## config.mk

```make
export PLATFORM = sky130hd
export DESIGN_NAME = phy_hs_engine
export DESIGN_NICKNAME = d
export VERILOG_FILES = /design/src/rtl/phy_hs_pkg.sv /design/src/rtl/hs_pacer.sv /design/src/rtl/hs_sequencer.sv /design/src/rtl/hs_word_mux.sv /design/src/rtl/phy_hs_engine.sv
export SDC_FILE = /design/constraint.sdc
export NUM_CORES = 1
export LEC_CHECK = 0
export ABC_AREA = 1
export BUFFER_PORTS_ARGS = -buffer_cell sky130_fd_sc_hd__buf_2
export CORE_UTILIZATION = 51
export DETAILED_ROUTE_END_ITERATION = 10
export PLACE_DENSITY = 0.92
export RECOVER_POWER = 25
export SLEW_MARGIN = 20
export SYNTH_ARGS = -nofsm -noshare
export SYNTH_HDL_FRONTEND = slang
export SYNTH_SLANG_ARGS = --single-unit
```

## constraint.sdc

```tcl
create_clock -name clk_i -period 3.55 [get_ports clk_i]
set_input_delay 0 -clock clk_i [delete_from_list [all_inputs] [get_ports clk_i]]
set_output_delay 0 -clock clk_i [all_outputs]
set_load 0.05 [all_outputs]
```

## src/rtl/phy_hs_pkg.sv

```systemverilog
package phy_hs_pkg;

    localparam int FIELD_W  = 16;
    localparam int CTRL_W   = 32;
    localparam int BIT_CAPA = 16;
    localparam int BIT_CAPD = 17;
    localparam int BIT_WSTB = 18;
    localparam int BIT_RSTB = 19;
    localparam int BIT_ACK  = 16;

    typedef enum logic [3:0] {
        ST_IDLE,
        ST_ADR_SET,
        ST_ADR_CAP,
        ST_ADR_REL,
        ST_DAT_SET,
        ST_DAT_CAP,
        ST_DAT_REL,
        ST_WR_STB,
        ST_WR_REL,
        ST_RD_STB,
        ST_RD_REL
    } step_e;

    typedef enum logic [1:0] {
        WT_NONE,
        WT_HIGH,
        WT_LOW
    } wait_e;

    typedef struct packed {
        logic                is_wr;
        logic [FIELD_W-1:0]  addr;
        logic [FIELD_W-1:0]  data;
    } req_t;

    function automatic wait_e step_wait(input step_e s);
        case (s)
            ST_ADR_CAP, ST_DAT_CAP, ST_WR_STB, ST_RD_STB: return WT_HIGH;
            ST_ADR_REL, ST_DAT_REL, ST_WR_REL, ST_RD_REL: return WT_LOW;
            default:                                      return WT_NONE;
        endcase
    endfunction

    function automatic step_e step_next(input step_e s, input logic is_wr);
        case (s)
            ST_ADR_SET: return ST_ADR_CAP;
            ST_ADR_CAP: return ST_ADR_REL;
            ST_ADR_REL: return is_wr ? ST_DAT_SET : ST_RD_STB;
            ST_DAT_SET: return ST_DAT_CAP;
            ST_DAT_CAP: return ST_DAT_REL;
            ST_DAT_REL: return ST_WR_STB;
            ST_WR_STB:  return ST_WR_REL;
            ST_RD_STB:  return ST_RD_REL;
            default:    return ST_IDLE;
        endcase
    endfunction

    function automatic logic [CTRL_W-1:0] step_word(input step_e s, input req_t r);
        logic [CTRL_W-1:0] w;
        w = '0;
        case (s)
            ST_ADR_SET, ST_ADR_REL: w[FIELD_W-1:0] = r.addr;
            ST_ADR_CAP: begin
                w[FIELD_W-1:0] = r.addr;
                w[BIT_CAPA]    = 1'b1;
            end
            ST_DAT_SET, ST_DAT_REL, ST_WR_REL: w[FIELD_W-1:0] = r.data;
            ST_DAT_CAP: begin
                w[FIELD_W-1:0] = r.data;
                w[BIT_CAPD]    = 1'b1;
            end
            ST_WR_STB: w[BIT_WSTB] = 1'b1;
            ST_RD_STB: w[BIT_RSTB] = 1'b1;
            default:   w = '0;
        endcase
        return w;
    endfunction

endpackage

```

## src/rtl/hs_pacer.sv

```systemverilog
module hs_pacer #(
    parameter int SAMPLE_GAP = 4,
    parameter int MAX_TRIES  = 10
) (
    input  logic clk_i,
    input  logic rst_i,
    input  logic restart_i,
    input  logic active_i,
    output logic sample_o,
    output logic last_o
);
    localparam int GAP_W = (SAMPLE_GAP > 1) ? $clog2(SAMPLE_GAP) : 1;
    localparam int TRY_W = (MAX_TRIES > 1) ? $clog2(MAX_TRIES) : 1;
    localparam logic [GAP_W-1:0] GAP_RELOAD = GAP_W'(SAMPLE_GAP - 1);
    localparam logic [TRY_W-1:0] TRY_LAST   = TRY_W'(MAX_TRIES - 1);

    logic [GAP_W-1:0] gap_q;
    logic [TRY_W-1:0] try_q;

    assign sample_o = active_i && (gap_q == '0);
    assign last_o   = (try_q == TRY_LAST);

    always_ff @(posedge clk_i) begin
        if (rst_i || restart_i) begin
            gap_q <= '0;
            try_q <= '0;
        end else if (sample_o) begin
            gap_q <= GAP_RELOAD;
            if (!last_o) begin
                try_q <= try_q + 1'b1;
            end
        end else if (active_i) begin
            gap_q <= gap_q - 1'b1;
        end
    end

endmodule

```

## src/rtl/hs_sequencer.sv

```systemverilog
module hs_sequencer
    import phy_hs_pkg::*;
(
    input  logic               clk_i,
    input  logic               rst_i,
    input  logic               start_i,
    input  req_t               req_i,
    input  logic               ack_i,
    input  logic [FIELD_W-1:0] stat_data_i,
    input  logic               sample_i,
    input  logic               last_i,
    output logic               restart_o,
    output logic               waiting_o,
    output step_e              step_o,
    output req_t               req_o,
    output logic               busy_o,
    output logic               done_o,
    output logic               err_o,
    output logic [FIELD_W-1:0] rdata_o
);
    step_e  step_q, step_d;
    req_t   req_q;
    wait_e  kind;
    logic   accept, finish, fail, capture, match;
    logic   done_q, err_q;
    logic [FIELD_W-1:0] rdata_q;

    assign kind      = step_wait(step_q);
    assign waiting_o = (kind != WT_NONE);
    assign accept    = (step_q == ST_IDLE) && start_i;
    assign match     = (kind == WT_HIGH) ? ack_i : !ack_i;

    always_comb begin
        step_d    = step_q;
        restart_o = 1'b0;
        finish    = 1'b0;
        fail      = 1'b0;
        capture   = 1'b0;
        if (kind == WT_NONE) begin
            if (step_q == ST_IDLE) begin
                if (start_i) begin
                    step_d    = ST_ADR_SET;
                    restart_o = 1'b1;
                end
            end else begin
                step_d    = step_next(step_q, req_q.is_wr);
                restart_o = 1'b1;
            end
        end else if (sample_i) begin
            if (match) begin
                step_d    = step_next(step_q, req_q.is_wr);
                restart_o = 1'b1;
                capture   = (step_q == ST_RD_STB);
                finish    = (step_d == ST_IDLE);
            end else if (last_i) begin
                step_d    = ST_IDLE;
                restart_o = 1'b1;
                fail      = 1'b1;
            end
        end
    end

    always_ff @(posedge clk_i) begin
        if (rst_i) begin
            step_q  <= ST_IDLE;
            req_q   <= '0;
            done_q  <= 1'b0;
            err_q   <= 1'b0;
            rdata_q <= '0;
        end else begin
            step_q <= step_d;
            done_q <= finish || fail;
            if (accept) begin
                req_q <= req_i;
                err_q <= 1'b0;
            end else if (fail) begin
                err_q <= 1'b1;
            end
            if (capture) begin
                rdata_q <= stat_data_i;
            end
        end
    end

    assign step_o  = step_q;
    assign req_o   = req_q;
    assign busy_o  = (step_q != ST_IDLE);
    assign done_o  = done_q;
    assign err_o   = err_q;
    assign rdata_o = rdata_q;

endmodule

```

## src/rtl/hs_word_mux.sv

```systemverilog
module hs_word_mux
    import phy_hs_pkg::*;
(
    input  step_e             step_i,
    input  req_t              req_i,
    output logic [CTRL_W-1:0] word_o
);
    always_comb begin
        word_o = step_word(step_i, req_i);
    end
endmodule

```

## src/rtl/phy_hs_engine.sv

```systemverilog
module phy_hs_engine
    import phy_hs_pkg::*;
#(
    parameter int SAMPLE_GAP = 4,
    parameter int MAX_TRIES  = 10
) (
    input  logic        clk_i,
    input  logic        rst_i,
    input  logic        start_i,
    input  logic        wr_i,
    input  logic [15:0] addr_i,
    input  logic [15:0] wdata_i,
    output logic        busy_o,
    output logic        done_o,
    output logic        err_o,
    output logic [15:0] rdata_o,
    output logic [31:0] phy_ctrl_o,
    input  logic [31:0] phy_stat_i
);
    req_t  req_in, req_held;
    step_e step;
    logic  restart, waiting, sample, last;

    assign req_in = '{is_wr: wr_i, addr: addr_i, data: wdata_i};

    hs_pacer #(
        .SAMPLE_GAP(SAMPLE_GAP),
        .MAX_TRIES (MAX_TRIES)
    ) u_pacer (
        .clk_i    (clk_i),
        .rst_i    (rst_i),
        .restart_i(restart),
        .active_i (waiting),
        .sample_o (sample),
        .last_o   (last)
    );

    hs_sequencer u_seq (
        .clk_i      (clk_i),
        .rst_i      (rst_i),
        .start_i    (start_i),
        .req_i      (req_in),
        .ack_i      (phy_stat_i[BIT_ACK]),
        .stat_data_i(phy_stat_i[FIELD_W-1:0]),
        .sample_i   (sample),
        .last_i     (last),
        .restart_o  (restart),
        .waiting_o  (waiting),
        .step_o     (step),
        .req_o      (req_held),
        .busy_o     (busy_o),
        .done_o     (done_o),
        .err_o      (err_o),
        .rdata_o    (rdata_o)
    );

    hs_word_mux u_word (
        .step_i(step),
        .req_i (req_held),
        .word_o(phy_ctrl_o)
    );

endmodule

```

==> impl_metrics.toml <==
[outcome]
outcome = "completed"

[final_layout]
area_delta_synth_final_pct = 37.6
multi_input_area_um2 = 1200
antenna_cells = 0
final_cell_area_um2 = 3910
drive_above_1_share_pct = 19.0
fill_cells = 394
seqCellArea_um2 = 1260
instances_no_fill = 601
final_nets = 597

[power_and_ir_drop]
p_seq_share_pct = 37.2
intPower_w = 0.00140
p_leak_nw = 1.85
sw_frac_of_total_pct = 40.4
powerDensity_nw_per_um2 = 600
peakVddDrop_mv = 0.374
switchingPower_w = 0.000948
clockPowerShare_pct = 26.8
combPwrFrac_pct = 36.0

[worst_setup_path]
cpMaxStageDelayCell = "nor2_2"
endpoint_kind = "flip-flop"
cpMostUsedCell = "nor2_1"
startpoint = "u_pacer.gap_q[0]"
critical_path_class = "flip-flop to flip-flop"
reg2reg_from = "u_pacer.gap_q[0]"
cp_top_family = "simple AND/OR/NAND/NOR gates"
r2r.worst_path.cells = 9
r2r_end = "u_seq.rdata_o[4]"
endpoint = "u_seq.rdata_o[4]"
cp_num_cells = 9
path_cells = "inv_1 > ha_1 > inv_1 > nor2_1 > nand3_1 > nor2_2 > inv_2 > nor2_1 > nor2_1"
max_stage_delay_ns = 0.50
startpoint_type = "flip-flop"
crit_arrival_ns = 2.48
cp_data_required_time_ns = 3.78
ff2ff_setup_slack_ns = 1.30
critPathBufInv = 3
critPathMaxFanout = 17

[sta]
slew_headroom_pct = 41.6
whs_ns = 0.0223
period_minus_slack_ns = 2.25
setup_tns_ns = 0
setup_viol = 0
worstMarginPinSlew_ns = 0.874
fin_worst_skew_ns = 0.00680
max_freq_ghz = 0.444
maxSlewViolCount = 0
rsz0062_at_grt = "no"
fin_crit_sh_pct = 63.5
hold_viol_final = 0

[clock_network]
ctsHoldBuffers = 49
h-tree-depth = 3
root_buffer = "clkbuf_8"
clock-sinks = 63
cts_tree = "built"
insertion_delay_ns = 0.34
postCtsSetupBuffers = 0
cts_made_buffers = 9
cts_resized = 0
clkSlewWorstSetupHoldPaths_ns = 0.07
clock_path_buffers = 2

[synthesis]
synth_top_area_share_pct = 44.4
synth_seq_area_share_pct = 44.4
synthTopCellsByArea = "dfxtp_1 (44%), o21ai_0 (9.2%), inv_1 (8.1%), nor2_1 (6.7%), a21oi_1 (6.7%)"
yosysTopAreaCell = "dfxtp_1"
synth_flop_cell = "dfxtp_1"
ys_ff_latch = 63
yosysMostFrequentCell = "dfxtp_1"
synth_edf_count = 0
syn-cell-area_um2 = 2840
synth_cell_types = 29
syn_avg_cell_area_um2 = 7.27
ys_top_cells_by_count = "dfxtp_1 (63), inv_1 (61), o21ai_0 (52), nor2_1 (51), a21oi_1 (38)"
yosys_warnings = 0
syn_inst = 391
async_flop_share_pct = 0

[route]
drc = 0
drt-total-wl_mm = 8.26
vias = 3061
wl_per_cell_um = 13.7
first_pass_iters = 4
vias_per_cell = 5.09
ant_nets = 0
drt_iter0_markers = 197

[placed_design]
routabilityCongestion = 0.904
dp.cells = 536
placed_area_um2 = 3280
io_buffers = 91
hpwlAfterDp_mm = 4.74

[global_route]
first_global_vias = 3109
grt_usage_pct = 29.5
grt_pass1_wl_mm = 13.7
grt_start_max_net_pins = 67
antenna_found_initial = 0
grt_overflow = 0

[floorplan]
core_region_area_um2 = 5240
start_util_pct = 54.3
die_x_um = 76.7
num_rows = 26
die_h_um = 76.7
die_area_um2 = 5880
io_pins = 119

[hold_path]
min_from = "wdata_i[10]"
hp-class = "primary input to flip-flop"

[flow_run]
drv_cap = 0
-- tightest hold or removal path: stages --
cell and delay (ns):
buf_2 0.11, o21ai_0 0.15, a21oi_1 0.05
-- through the flow --
step	setup slack, ns	power (W)	utilization, %
6_report	1.30	0.00235	74.7
3_5_place_dp	1.55	0.00169	62.5
4_1_cts	1.48	0.00235	75.7
2_1_floorplan	1.57	0.00154	-
5_1_grt	1.06	0.00249	74.7
3_3_place_gp	1.60	0.00166	62.5
-- routing by layer --
metal  share of wire [%]  routed length, µm  global-route usage (%)
met1                  38               3180                    29.9
met2                  52               4270                    54.3
met3                 5.1                421                    7.74
met4                 4.7                391                    16.7
met5                   0                  0                       0
-- final cells by class --
cell class | instances | area share [%]
repair buffers | 141 | 23.7
flip-flops and latches | 63 | 32.2
well taps | 70 | 2.24
clock inverters | 5 | 1.47
inverters | 64 | 6.14
clock buffers | 11 | 3.61
multi-input cells | 247 | 30.6
-- logic make-up after synthesis --
kind of cell / count (synthesis) / share of synthesized area [%]
AOI/OAI and AO/OA: 110 / 20.2
xor gates and xnor gates: 2 / 0.616
adders and majority gates: 3 / 1.32
buffers and inverters: 92 / 14.0
DFF: 63 / 44.4
other: 1 / 0.132
and+or+nand+nor: 120 / 19.3
-- power by group through the flow --
stage	Combinational, W	Sequential, W	Clock (W)
2_1_floorplan	0.000659	0.000878	0
3_3_place_gp	0.000782	0.000879	0
3_5_place_dp	0.000805	0.000886	0
4_1_cts	0.000850	0.000869	0.000635
5_1_grt	0.000932	0.000884	0.000669
6_report	0.000845	0.000874	0.000629
-- worst min-delay path by stage --
stage | cells after the start | endpoint | slack, ns
after floorplan | 1 | u_seq.done_o | 0.07
after global placement | 3 | u_seq.rdata_o[8] | 0.22
after detailed placement | 3 | u_seq.rdata_o[0] | 0.23
after CTS | 3 | u_seq.req_o[10] | 0.008
after global routing | 3 | u_seq.req_o[10] | 0.04
final | 3 | u_seq.req_o[10] | 0.02
-- flip-flops by register name, summed over array words and instances, names as in the netlist --
| name | cells |
|---|---|
| u_pacer.gap_q | 2 |
| u_seq.err_o | 1 |
| u_seq.kind | 2 |
| u_seq.done_o | 1 |
| u_pacer.try_q | 4 |
| u_seq.req_o | 33 |
| u_seq.rdata_o | 16 |
| u_seq.step_o | 4 |
-- cell usage in the layout, fill, tap and decap left out, drive strengths merged --
cell type | Yosys | final
o22ai | 16 | 16
conb | 1 | 12
a211oi | 1 | 1
bufinv | 0 | 1
nor2 | 57 | 57
xor2 | 2 | 2
nand4 | 3 | 3
dlygate4sd3 | 0 | 49
a21oi | 38 | 38
nand2 | 40 | 40
buf | 18 | 71
nor4 | 1 | 1
o21ai | 54 | 54
or2 | 3 | 3
nand3 | 14 | 14
clkbuf | 10 | 32
ha | 3 | 3
dfxtp | 63 | 63
clkinv | 0 | 4
nor3 | 2 | 2
inv | 64 | 64
o31ai | 1 | 1
Power figures use the tool's default switching activity.
